`src/rtl/seg_ptr_mgr.sv`:
```
module seg_ptr_mgr #(
  parameter int MAX_SEG     = 63,
  parameter int BLINK_TICKS = 12,
  localparam int SW = $clog2(MAX_SEG + 1),
  localparam int BW = $clog2(BLINK_TICKS + 1)
) (
  input  logic          clk,
  input  logic          rst_n,
  input  logic          single_mode,
  input  logic          mem_full,
  input  logic          tick,
  input  logic          fmt_busy,
  input  logic          rec_req,
  input  logic          rec_done,
  input  logic          erase,
  input  logic          fwd_short,
  input  logic          fwd_long,
  input  logic          bwd_short,
  input  logic          bwd_long,
  input  logic          skip,
  input  logic          ptr_reset,
  input  logic          chip_erase,
  output logic [SW-1:0] cap,
  output logic [SW-1:0] seg_count,
  output logic          invalid,
  output logic          stop_req,
  output logic          led
);

  logic [SW-1:0] cap_q, cnt_q, cap_d, cnt_d;
  logic          rec_q, inv_q, stop_q, phase_q;
  logic [BW-1:0] blink_q;

  wire [SW-1:0] limit    = single_mode ? SW'(1) : SW'(MAX_SEG);
  wire          full_w   = mem_full || (cnt_q >= limit);
  wire          reject_w = rec_req && !rec_q && full_w;
  wire          accept_w = rec_req && !rec_q && !full_w;
  wire          has_seg  = cnt_q != '0;
  wire          at_last  = cap_q == cnt_q;
  wire          blinking = blink_q != '0;

  always_comb begin
    cap_d = cap_q;
    cnt_d = cnt_q;
    if (chip_erase) begin
      cap_d = '0;
      cnt_d = '0;
    end else if (ptr_reset) begin
      cap_d = has_seg ? SW'(1) : '0;
    end else if (rec_done && rec_q) begin
      cnt_d = cnt_q + SW'(1);
      cap_d = cap_q + SW'(1);
    end else if (erase && has_seg) begin
      cnt_d = cnt_q - SW'(1);
      if (cap_q > SW'(1)) cap_d = cap_q - SW'(1);
      else                cap_d = (cnt_q > SW'(1)) ? SW'(1) : '0;
    end else if (skip && !single_mode && has_seg) begin
      cap_d = at_last ? SW'(1) : cap_q + SW'(1);
    end else if (fwd_long) begin
      cap_d = cnt_q;
    end else if (fwd_short && !at_last) begin
      cap_d = cap_q + SW'(1);
    end else if (bwd_long) begin
      cap_d = has_seg ? SW'(1) : '0;
    end else if (bwd_short && cap_q > SW'(1)) begin
      cap_d = cap_q - SW'(1);
    end
  end

  always_ff @(posedge clk or negedge rst_n) begin
    if (!rst_n) begin
      cap_q   <= '0;
      cnt_q   <= '0;
      rec_q   <= 1'b0;
      inv_q   <= 1'b0;
      stop_q  <= 1'b0;
      phase_q <= 1'b0;
      blink_q <= '0;
    end else begin
      cap_q  <= cap_d;
      cnt_q  <= cnt_d;
      inv_q  <= reject_w;
      stop_q <= skip && single_mode;
      if (chip_erase)    rec_q <= 1'b0;
      else if (accept_w) rec_q <= 1'b1;
      else if (rec_done) rec_q <= 1'b0;
      if (reject_w) begin
        blink_q <= BW'(BLINK_TICKS);
        phase_q <= 1'b1;
      end else if (tick && blinking) begin
        blink_q <= blink_q - BW'(1);
        phase_q <= !phase_q;
      end
    end
  end

  assign cap       = cap_q;
  assign seg_count = cnt_q;
  assign invalid   = inv_q;
  assign stop_req  = stop_q;
  assign led       = blinking ? phase_q : (rec_q || fmt_busy);

  AST_RESET_CLEAR: assert property (@(posedge clk) $rose(rst_n) |-> cnt_q == '0 && cap_q == '0);
  AST_INSERT_STEP: assert property (@(posedge clk) disable iff (!rst_n)
    rec_done && rec_q && !chip_erase && !ptr_reset
    |=> cnt_q == $past(cnt_q) + SW'(1) && cap_q == $past(cap_q) + SW'(1));
  AST_COUNT_LIMIT: assert property (@(posedge clk) disable iff (!rst_n) cnt_q <= SW'(MAX_SEG));
  AST_REJECT_HOLD: assert property (@(posedge clk) disable iff (!rst_n)
    reject_w && !erase && !chip_erase |=> inv_q && cnt_q == $past(cnt_q));
  AST_BLINK_DECAY: assert property (@(posedge clk) disable iff (!rst_n)
    blinking && tick && !reject_w |=> blink_q == $past(blink_q) - BW'(1));
  AST_BUSY_LIGHT: assert property (@(posedge clk) disable iff (!rst_n)
    !blinking && fmt_busy |-> led);
  AST_ZERO_PAIR: assert property (@(posedge clk) disable iff (!rst_n)
    (cnt_q == '0) == (cap_q == '0));
  AST_CAP_BOUND: assert property (@(posedge clk) disable iff (!rst_n) cap_q <= cnt_q);
  AST_SINGLE_HOLD: assert property (@(posedge clk) disable iff (!rst_n)
    skip && single_mode && !chip_erase && !ptr_reset && !rec_done && !erase
    && !fwd_long && !fwd_short && !bwd_long && !bwd_short
    |=> cap_q == $past(cap_q) && stop_q);

endmodule

```
`config.mk`:
```
export PLATFORM = sky130hd
export DESIGN_NAME = seg_ptr_mgr
export DESIGN_NICKNAME = d
export VERILOG_FILES = /design/src/rtl/seg_ptr_mgr.sv
export SDC_FILE = /design/constraint.sdc
export NUM_CORES = 1
export LEC_CHECK = 0
export BUFFER_PORTS_ARGS = -buffer_cell sky130_fd_sc_hd__buf_2
export CORE_ASPECT_RATIO = 0.7
export CORE_UTILIZATION = 50
export CTS_BUF_LIST = sky130_fd_sc_hd__clkbuf_2 sky130_fd_sc_hd__clkbuf_4 sky130_fd_sc_hd__clkbuf_8
export DETAILED_ROUTE_END_ITERATION = 12
export GPL_TIMING_DRIVEN = 0
export PLACE_DENSITY = 0.86
export SLEW_MARGIN = 20
export SYNTH_ARGS = -nofsm -noshare
export SYNTH_HDL_FRONTEND = slang
export SYNTH_SLANG_ARGS = --single-unit
```
`constraint.sdc`:
```
create_clock -name clk -period 2.4 [get_ports clk]
set_input_delay 0.48 -clock clk [delete_from_list [all_inputs] [get_ports clk]]
set_output_delay 0.48 -clock clk [all_outputs]
set_load 0.01 [all_outputs]
```
==> out/metrics.yaml, run 1 <==
ys.flop_type: "dfrtp_1"
coreArea_um2: 3650
vias: 2050
overflow: 0
layout_common_cells: "31 x buf_2, 22 x nor2_1, 20 x nand2_1"
maxCapViolations: 0
rows: 18
crit_required_ns: 2.55
yosysTopAreaCell: "dfrtp_1"
syn_nets: 271
grt_pass1_vias: 1846
synth.top_cell.area_share: 0.253
die_h_um: 54.6
ys_ff_latch: 20
synth_top_family_by_area: "compound AO/OA/AOI/OAI gates"
drt-total-wl_um: 5640
synth-xor-area-share: 0.102
powerDensity_nw_per_um2: 1620
place_ws_ns: -0.330
place_congestion: 0.974
ir_drop_v: 0.00126
layout-drive-gt1-share: 0.238
routedWlPerCell_um: 17.0
fill_cells: 319
maxSlewViolCount: 0
cts.path.max_buffers: 2
holdWs_ns: 0.155
finalHoldViolCount: 0
power.total_mw: 3.81
fin_crit_ns: 2.30
async_reset_ff_frac: 1.00
relSlewSlack: 0.610
finalSetupViolations: 0
cp_max_fo: 10
hpwl_um: 4000
hold_buffers: 0
drt_iter0_markers: 184
io_pins: 31
path_class: "register to register"
fmaxAchievable_mhz: 434
p_leak_nw: 1.10
syn-cell-area_um2: 1970
synth-edff-count: 0
synthCells: 243
drc: 0
tightest_slew_ns: 0.584
synthAdderAreaFrac: 0.0760
fin_crit_sh: 0.960
cts_htree_levels: 1
synth_cell_types: 55
fin_nets: 310
grt_max_degree: 21
clk_latency_ns: 0.27
fin_tns_setup_ns: 0
grt_pass1_wl_um: 9070
rsz0062_at_grt: "true"
port_buffers: 28
synth_compound_area_frac: 0.269
min_path_type: "primary input to async pin"
final_common_cell: "buf_2"
cp.arrival_ns: 2.46
cts.reportedPaths.clkPinSlew_ns: 0.09
post-route-util: 0.644
crit_path_end_kind: "register"
cts_num_sinks: 20
die_area_um2: 4210
layout_setup_ws_ns: 0.0961
start_util: 0.541
cts_buffers: 3
ant_nets: 0
area_delta_synth_final_pct: 19.0
outcome: "complete, no violations"
n_antenna_cell: 0
via_per_inst: 6.19
die_w_um: 77.1
muxShareOfSynthArea: 0.0108
synth.area.top_cells: "dfrtp_1 25%, ha_1 7.6%, xnor2_1 6.2%, nor2_1 4.4%, xor2_1 4.0%"
cts_tree: "built"
cts_root_buf: "clkbuf_8"
fin_skew_ns: 0.0133
postSynthAreaPerCell_um2: 8.13
antenna_found_initial: 0
ys_seq_area_frac: 0.253
synth-simple-area-share: 0.215
drt_pass1_iterations: 5
track_usage: 0.287
worstSetupStartpointType: "register"
yosys_warnings: 0
==> synth_stat cells, drive strengths merged (4+ instances only) <==
| cell | number |
|---|---|
| nor3 | 8 |
| a21oi | 15 |
| xnor2 | 14 |
| nand2 | 20 |
| clkbuf | 7 |
| inv | 16 |
| ha | 12 |
| a211oi | 5 |
| nand3 | 4 |
| o21ai | 18 |
| buf | 7 |
| nor4 | 4 |
| nor2 | 24 |
| o31ai | 4 |
| a21o | 4 |
| xor2 | 9 |
| dfrtp | 20 |
==> layer usage <==
| layer | vias to the layer above | track usage | wire length (um) | part of all wire |
|---|---|---|---|---|
| li1 | 952 | - | - | - |
| met1 | 947 | 0.410 | 2510 | 0.45 |
| met2 | 131 | 0.466 | 2410 | 0.43 |
| met3 | 20 | 0.0383 | 602 | 0.11 |
| met4 | 0 | 0.0723 | 110 | 0.020 |
| met5 | - | 0 | 0 | 0 |
==> state kept, by name (all words and copies together) (netlist names) <==
name,flops
cap,6
seg_count,6
blink_q,4
invalid,1
phase_q,1
rec_q,1
stop_req,1
==> per-stage QoR <==
step	area (um2)	instances
after CTS	2280	326
after floorplan	1970	243
final	2350	331
after detailed placement	2180	321
after global placement	2180	321
after global routing	2350	331
==> timing repair <==
item	in CTS	in global routing
pin swaps	0	4
gates resized for setup	6	10
buffers inserted	1	5
endpoints found under the setup margin	6	5
==> where the power goes <==
| part | internal, mW | leakage, nW | switching [mW] |
|---|---|---|---|
| combinational | 1.20 | 0.812 | 1.65 |
| sequential | 0.460 | 0.257 | 0.154 |
| clock | 0.223 | 0.0357 | 0.127 |
| total | 1.88 | 1.10 | 1.93 |
==> worst max-delay path, stage by stage (launching register included) <==
cell	delay (ns)
dfrtp_1	0.42
buf_4	0.19
or4_4	0.59
o22ai_4	0.23
o2111ai_2	0.17
nor2_2	0.15
buf_6	0.17
nor2_1	0.06
a22o_1	0.19
==> cells by family after synthesis <==
kind of cell	Yosys count
buf+inv	31
simple gates	82
compound gates	73
flops	20
fa+ha+maj	12
xor+xnor	23
mux	2
==> path summary, 6_finish.rpt <==
path / from / endpoint / slack, ns / depth (start not counted)
worst max-delay path: seg_count[2] / cap[1] / 0.1 / 8
worst min-delay path: rst_n / seg_count[5] / 0.16 / 1
worst max register to register: seg_count[2] / cap[1] / 0.1 / 8
worst min register to register: phase_q / phase_q / 0.54 / 2
max in group asynchronous: rst_n / seg_count[1] / 1.89 / 1
min in group clk: skip / stop_req / 0.47 / 2
==> cell type report <==
type / count / area (um2) / area share
Multi-Input combinational cell: 192 / 1370 / 0.585
Clock inverter: 1 / 30.0 / 0.0128
Buffer: 14 / 91.3 / 0.0389
Inverter: 17 / 63.8 / 0.0272
Clock buffer: 3 / 41.3 / 0.0176
Timing Repair Buffer: 34 / 185 / 0.0788
Tap cell: 50 / 62.6 / 0.0266
Sequential cell: 20 / 502 / 0.214
Power figures use the tool's default switching activity.
==> inputs of run 2 (changes only) <==
- CTS_CLUSTER_DIAMETER: not set -> 200
- PLACE_DENSITY: 0.86 -> 0.83
- clock period: 2.4 -> 2.2 ns (I/O delays scaled with it)
==> run 2 against run 1 <==
- the flow now finishes with violations (setup timing)
- global-route usage grew 2.9 points
- count of clock-buffer cells in the layout is the same
- clock skew shrank 0.0086 ns
- die area is the same
- via count grew 7.0%
- final cell count grew 4.5%
- routed wire length grew 16%
==> out/metrics.yaml, run 2 (synthesis gave the netlist of run 1 again) <==
maxCapViolations: 0  # unchanged
powerDensity_nw_per_um2: 1830  # +13%
path_class: "register to register"
tightest_slew_ns: 0.672  # +0.0878 ns
crit_path_end_kind: "register"
rows: 18  # unchanged
ant_nets: 0  # unchanged
finalHoldViolCount: 0  # unchanged
n_antenna_cell: 0  # unchanged
cts_buffers: 3  # unchanged
drc: 0  # unchanged
grt_pass1_vias: 2020  # +9.4%
maxSlewViolCount: 0  # unchanged
min_path_type: "primary input to async pin"
postPlaceCellArea_um2: 2190  # +0.46%
swShare: 0.498  # -0.00876
rrSetupSlack_ns: -0.06  # -0.16 ns
cts.reportedPaths.clkPinSlew_ns: 0.08  # about the same
hold_buffers: 0  # unchanged
die_area_um2: 4210  # unchanged
outcome: "finished, violations left"
cp_slowest_cell: "or4_4"
cts_htree_levels: 1  # unchanged
clk_latency_ns: 0.26  # about the same
fin_nets: 325  # +4.8%
fin_crit_ns: 2.26  # -0.0402 ns
power.share.clock: 0.079  # -0.013
post-route-util: 0.712  # +0.0682
relSlewSlack: 0.551  # -0.0587
fin_skew_ns: 0.00463  # -0.00864 ns
layout_common_cells: "29 x buf_2, 22 x buf_4, 21 x nor2_1"
cts_root_buf: "clkbuf_8"
dp_cells: 321  # unchanged
hpwl_um: 4110  # +2.6%
worstSetupStartpointType: "register"
cp_max_fo: 6  # -4
final_cells: 346  # +4.5%
routedWlPerCell_um: 18.9  # +11%
p_leak_nw: 1.20  # +8.9%
track_usage: 0.316  # +0.0286
die_w_um: 77.1  # unchanged
grt_max_degree: 21  # unchanged
io_pins: 31  # unchanged
place_congestion: 1.00  # +3.0%
fmaxAchievable_mhz: 442  # +1.8%
rsz0062_at_grt: "true"
area_delta_synth_final_pct: 31.6
cts_num_sinks: 20  # unchanged
cts_tree: "built"
overflow: 0  # unchanged
cts.path.max_buffers: 2  # unchanged
critPathMaxStageDelay_ns: 0.61  # +0.02 ns
final_common_cell: "buf_2"
via_per_inst: 6.34  # +2.4%
antenna_found_initial: 0  # unchanged
holdWs_ns: 0.127  # -0.0278 ns
drt-total-wl_um: 6550  # +16%
drt_pass1_iterations: 5  # unchanged
power.total_mw: 4.76  # +25%
power_frac_seq: 0.154  # -0.007
violations: "setup timing"
fin_crit_sh: 1.03  # +0.0690
ir_drop_v: 0.00107  # -15%
layout_setup_ws_ns: -0.0637  # -0.160 ns
pwr-share-comb: 0.767  # +0.020
reg2reg_to: "cap[0]"
critical_path_buf_inv_count: 1  # -1
die_h_um: 54.6  # unchanged
crit_family: "simple AND/OR/NAND/NOR gates"
crit_chain: "buf_6 > or4_4 > o21ai_4 > a21oi_2 > a211o_1 > nor4_4 > o41ai_2"
crit_required_ns: 2.33  # -0.22 ns
coreArea_um2: 3650  # unchanged
drt_iter0_markers: 203  # +10%
layout-drive-gt1-share: 0.334  # +0.0960
r2r_start: "seg_count[4]"
start_util: 0.541  # unchanged
fin_tns_setup_ns: -0.0995  # -0.0995 ns
grt_pass1_wl_um: 9960  # +9.9%
power.internal_mw: 2.39  # +27%
ff2ff_path_depth: 7  # -1
cp.arrival_ns: 2.39  # -0.07 ns
p_switching_mw: 2.37  # +23%
vias: 2194  # +7.0%
place_ws_ns: -0.296  # +0.0337 ns
finalSetupViolations: 2  # +2
final_cell_area_um2: 2600  # +11%
port_buffers: 28  # unchanged
-- run 2: cell count changes in the layout (fill, tap and decap cells not counted), moves of 2 or more --
cell	change
nor2_4	+2
buf_4	+13
a21oi_1	-2
buf_6	+3
dfrtp_2	+4
dfrtp_1	-4
xor2_1	-4
buf_2	-2
xor2_2	+4
-- run 2: layout make-up --
cell class	instances	area (um2)
clock inverter	1	30.0
clock buffer	3	41.3
buffer	11	88.8
tap	50	62.6
inverter	17	63.8
multi-input combinational	192	1470
timing repair buffer	52	338
sequential	20	507
fill	268	1050
-- run 2: per-layer routing --
layer | vias to the layer above | part of all wire | GRT usage
li1 | 978 | - | -
met1 | 1023 | 0.41 | 0.428
met2 | 161 | 0.45 | 0.519
met3 | 32 | 0.11 | 0.0533
met4 | 0 | 0.029 | 0.110
met5 | - | 0 | 0
-- run 2: power groups by stage --
stage                     Combinational [mW]  Sequential (mW)  Clock [mW]
after floorplan                         2.00            0.680           0
after global routing                    3.86            0.750       0.405
after CTS                               3.01            0.692       0.377
after global placement                  2.58            0.668           0
after detailed placement                2.65            0.671           0
final                                   3.65            0.732       0.377
-- run 2: how the worst max path moves through the flow --
| stage | end | depth (start not counted) | startpoint | slack (ns) |
|---|---|---|---|---|
| after floorplan | cap[0] | 10 | cap[0] | 0.01 |
| after global placement | cap[0] | 10 | cap[0] | -0.28 |
| after detailed placement | cap[0] | 10 | cap[0] | -0.30 |
| after CTS | cap[1] | 8 | seg_count[5] | 0.002 |
| after global routing | cap[0] | 7 | seg_count[4] | -0.09 |
| final | cap[0] | 7 | seg_count[4] | -0.06 |
-- run 2: what timing repair did --
item / CTS / global route
pin swaps: 8 / 10
resized for setup: 14 / 24
endpoints found under the setup margin: 7 / 10
buffers inserted: 12 / 11
cloned: 1 / 0
hold endpoints to repair: 0 / 0
==> inputs of run 3 (changes only) <==
- ABC_AREA: not set -> 1
- CORE_UTILIZATION: 50 -> 45
- PLACE_DENSITY: 0.83 -> 0.77
==> run 3 against run 2 <==
- the run now ends clean
- sequential share of layout area grew 2.8 points
- setup slack better by 0.25 ns
- first-iteration DRC count up 33%
- count of clock-buffer cells in the layout did not move
- cell area down 13%
- worst hold slack got worse by 0.019 ns
- clock power rose by 2%
- register-to-register slack better by 0.25 ns
- total power is 52% lower
- utilization decreased by 16 points
- sequential cell count did not move
- clock skew hardly changed
- critical path type unchanged
==> out/metrics.yaml, run 3 <==
rsz0062_at_grt: "false"
rrSetupSlack_ns: 0.18  # +0.25 ns
yosys_warnings: 0  # unchanged
powerDensity_nw_per_um2: 1020  # -44%
crit_start: "seg_count[1]"
clk_latency_ns: 0.27  # about the same
cts.path.max_buffers: 2  # unchanged
drt_pass1_iterations: 4  # -1
coreArea_um2: 4040  # +11%
syn_nets: 334  # +23%
cp.arrival_ns: 2.18  # -0.21 ns
hold_buffers: 0  # unchanged
r2r_start: "seg_count[1]"
worstSetupStartpointType: "register"
tightest_slew_ns: 0.468  # -0.204 ns
maxSlewViolCount: 0  # unchanged
final_cells: 392  # +13%
ff2ff_path_depth: 11  # +4
ir_drop_v: 0.000541  # -49%
n_antenna_cell: 0  # unchanged
syn-cell-area_um2: 1960  # -0.89%
grt_max_degree: 21  # unchanged
yosys-top-cells-count: "100 x nand2_1, 34 x inv_1, 28 x nor2_1"
die_area_um2: 4620  # +9.8%
crit_path_end_kind: "register"
vias: 2064  # -5.9%
min_path_type: "primary input to async pin"
path_class: "register to register"
yosysMostFrequentCell: "nand2_1"
postSynthAreaPerCell_um2: 6.40  # -21%
dp_cells: 388  # +21%
rows: 19  # +1
routedWlPerCell_um: 13.1  # -31%
die_w_um: 80.8  # +4.8%
ys_ff_latch: 20  # unchanged
reg2reg_to: "cap[0]"
start_util: 0.484  # -0.0569
ant_nets: 0  # unchanged
fill_cells: 418  # +56%
synth.area.top_cells: "dfrtp_1 26%, nand2_1 19%, ha_1 7.7%, inv_1 6.5%, nor2_1 5.4%"
fin_nets: 369  # +14%
relSlewSlack: 0.688  # +0.137
fmaxAchievable_mhz: 496  # +12%
cts_tree: "built"
synth.top_cell.area_share: 0.256  # +0.00227
use_met1: 0.392  # -0.0356
yosysTopAreaCell: "dfrtp_1"
final_common_cell: "nand2_1"
fin_crit_sh: 0.917  # -0.112
finalSetupViolations: 0  # -2
use_met2: 0.339  # -0.181
maxCapViolations: 0  # unchanged
port_buffers: 30  # +7.1%
fin_crit_ns: 2.02  # -0.246 ns
synthCells: 306  # +26%
fin_tns_setup_ns: 0  # +0.0995 ns
ys.flop_type: "dfrtp_1"
finalHoldViolCount: 0  # unchanged
drc: 0  # unchanged
via_per_inst: 5.27  # -17%
overflow: 0  # unchanged
drt-total-wl_um: 5120  # -22%
layout-drive-gt1-share: 0.191  # -0.143
synth_cell_types: 34  # -38%
cts_buffers: 3  # unchanged
grt_pass1_wl_um: 8750  # -12%
grt_pass1_vias: 1841  # -8.9%
async_reset_ff_frac: 1.00  # unchanged
drt_iter0_markers: 270  # +33%
cts.reportedPaths.clkPinSlew_ns: 0.09  # about the same
cts_num_sinks: 20  # unchanged
place_congestion: 0.972  # -3.0%
layout_common_cells: "100 x nand2_1, 34 x inv_1, 32 x buf_2"
synth-edff-count: 0  # unchanged
outcome: "complete, no violations"
ys_seq_area_frac: 0.256  # +0.00227
die_h_um: 57.2  # +4.8%
cts_setup_buffers: 0  # -12
cts_htree_levels: 1  # unchanged
grtUsageMet3: 0.0544  # +0.00107
cts_root_buf: "clkbuf_8"
worstSetupEndpoint: "cap[0]"
fin_skew_ns: 0.00484  # +0.000218 ns
area_delta_synth_final_pct: 14.9
p_leak_nw: 1.29  # +7.2%
crit_required_ns: 2.36  # +0.03 ns
track_usage: 0.247  # -0.0684
cp_max_fo: 8  # +2
io_pins: 31  # unchanged
hpwl_um: 3910  # -4.9%
grt-busiest-layer: "met1"
antenna_found_initial: 0  # unchanged
[run 3: metrics by stage]
step / utilization / hold slack, ns / instance area (um2) / setup WS, ns / power, mW
3_5_place_dp: 0.537 / 0.422 / 2170 / 0.213 / 1.89
5_1_grt: 0.556 / 0.155 / 2250 / 0.0173 / 2.52
2_1_floorplan: - / 0.144 / 1960 / 0.521 / 1.56
3_3_place_gp: 0.537 / 0.425 / 2170 / 0.247 / 1.87
6_report: 0.556 / 0.109 / 2250 / 0.182 / 2.30
4_1_cts: 0.555 / 0.130 / 2240 / 0.212 / 2.28
[run 3: cell families after synthesis]
| kind of cell | count (synthesis) | share of synthesized area |
|---|---|---|
| simple gates | 173 | 0.398 |
| fa+ha+maj | 12 | 0.0767 |
| buf+inv | 50 | 0.105 |
| flops | 20 | 0.256 |
| compound gates | 41 | 0.120 |
| xor+xnor | 10 | 0.0448 |
[run 3: power by group]
part | switching [mW] | total, mW | internal, mW
logic | 0.866 | 1.36 | 0.490
clock network | 0.142 | 0.386 | 0.243
registers | 0.110 | 0.563 | 0.453
[run 3: area by class of cell]
type	instances	area (um2)	share of cell area
tap	52	65.1	0.0289
buffer	4	28.8	0.0128
timing repair buffer	30	150	0.0668
clock buffer	3	41.3	0.0184
inverter	46	178	0.0790
clock inverter	1	30.0	0.0134
sequential	20	500	0.223
multi-input combinational	236	1250	0.558
[run 3: how the worst min path moves through the flow]
stage | start | slack (ns) | end
final | rst_n | 0.11 | stop_req
after global routing | rst_n | 0.15 | stop_req
after CTS | rst_n | 0.13 | stop_req
after detailed placement | rst_n | 0.42 | stop_req
after global placement | rst_n | 0.42 | stop_req
after floorplan | rst_n | 0.14 | blink_q[0]
[run 3: critical path, stage by stage (launching register included)]
cell and delay [ns]:
dfrtp_1 0.48, inv_1 0.19, ha_1 0.24, nand2_2 0.12
nand2_4 0.14, nand2_2 0.06, nor3b_2 0.17, nand3_2 0.11
nand3_2 0.16, nand2_2 0.06, nand2_1 0.11, nand2_1 0.06
[run 3: what timing repair did]
action,in CTS,in global routing
endpoints found under the hold margin,0,0
endpoints found under the setup margin,0,1
resized for setup,0,1
[run 3: routing by layer]
| layer | vias up | wire, um |
|---|---|---|
| li1 | 1041 | - |
| met1 | 918 | 2570 |
| met2 | 93 | 2010 |
| met3 | 12 | 455 |
| met4 | 0 | 79 |
| met5 | - | 0 |
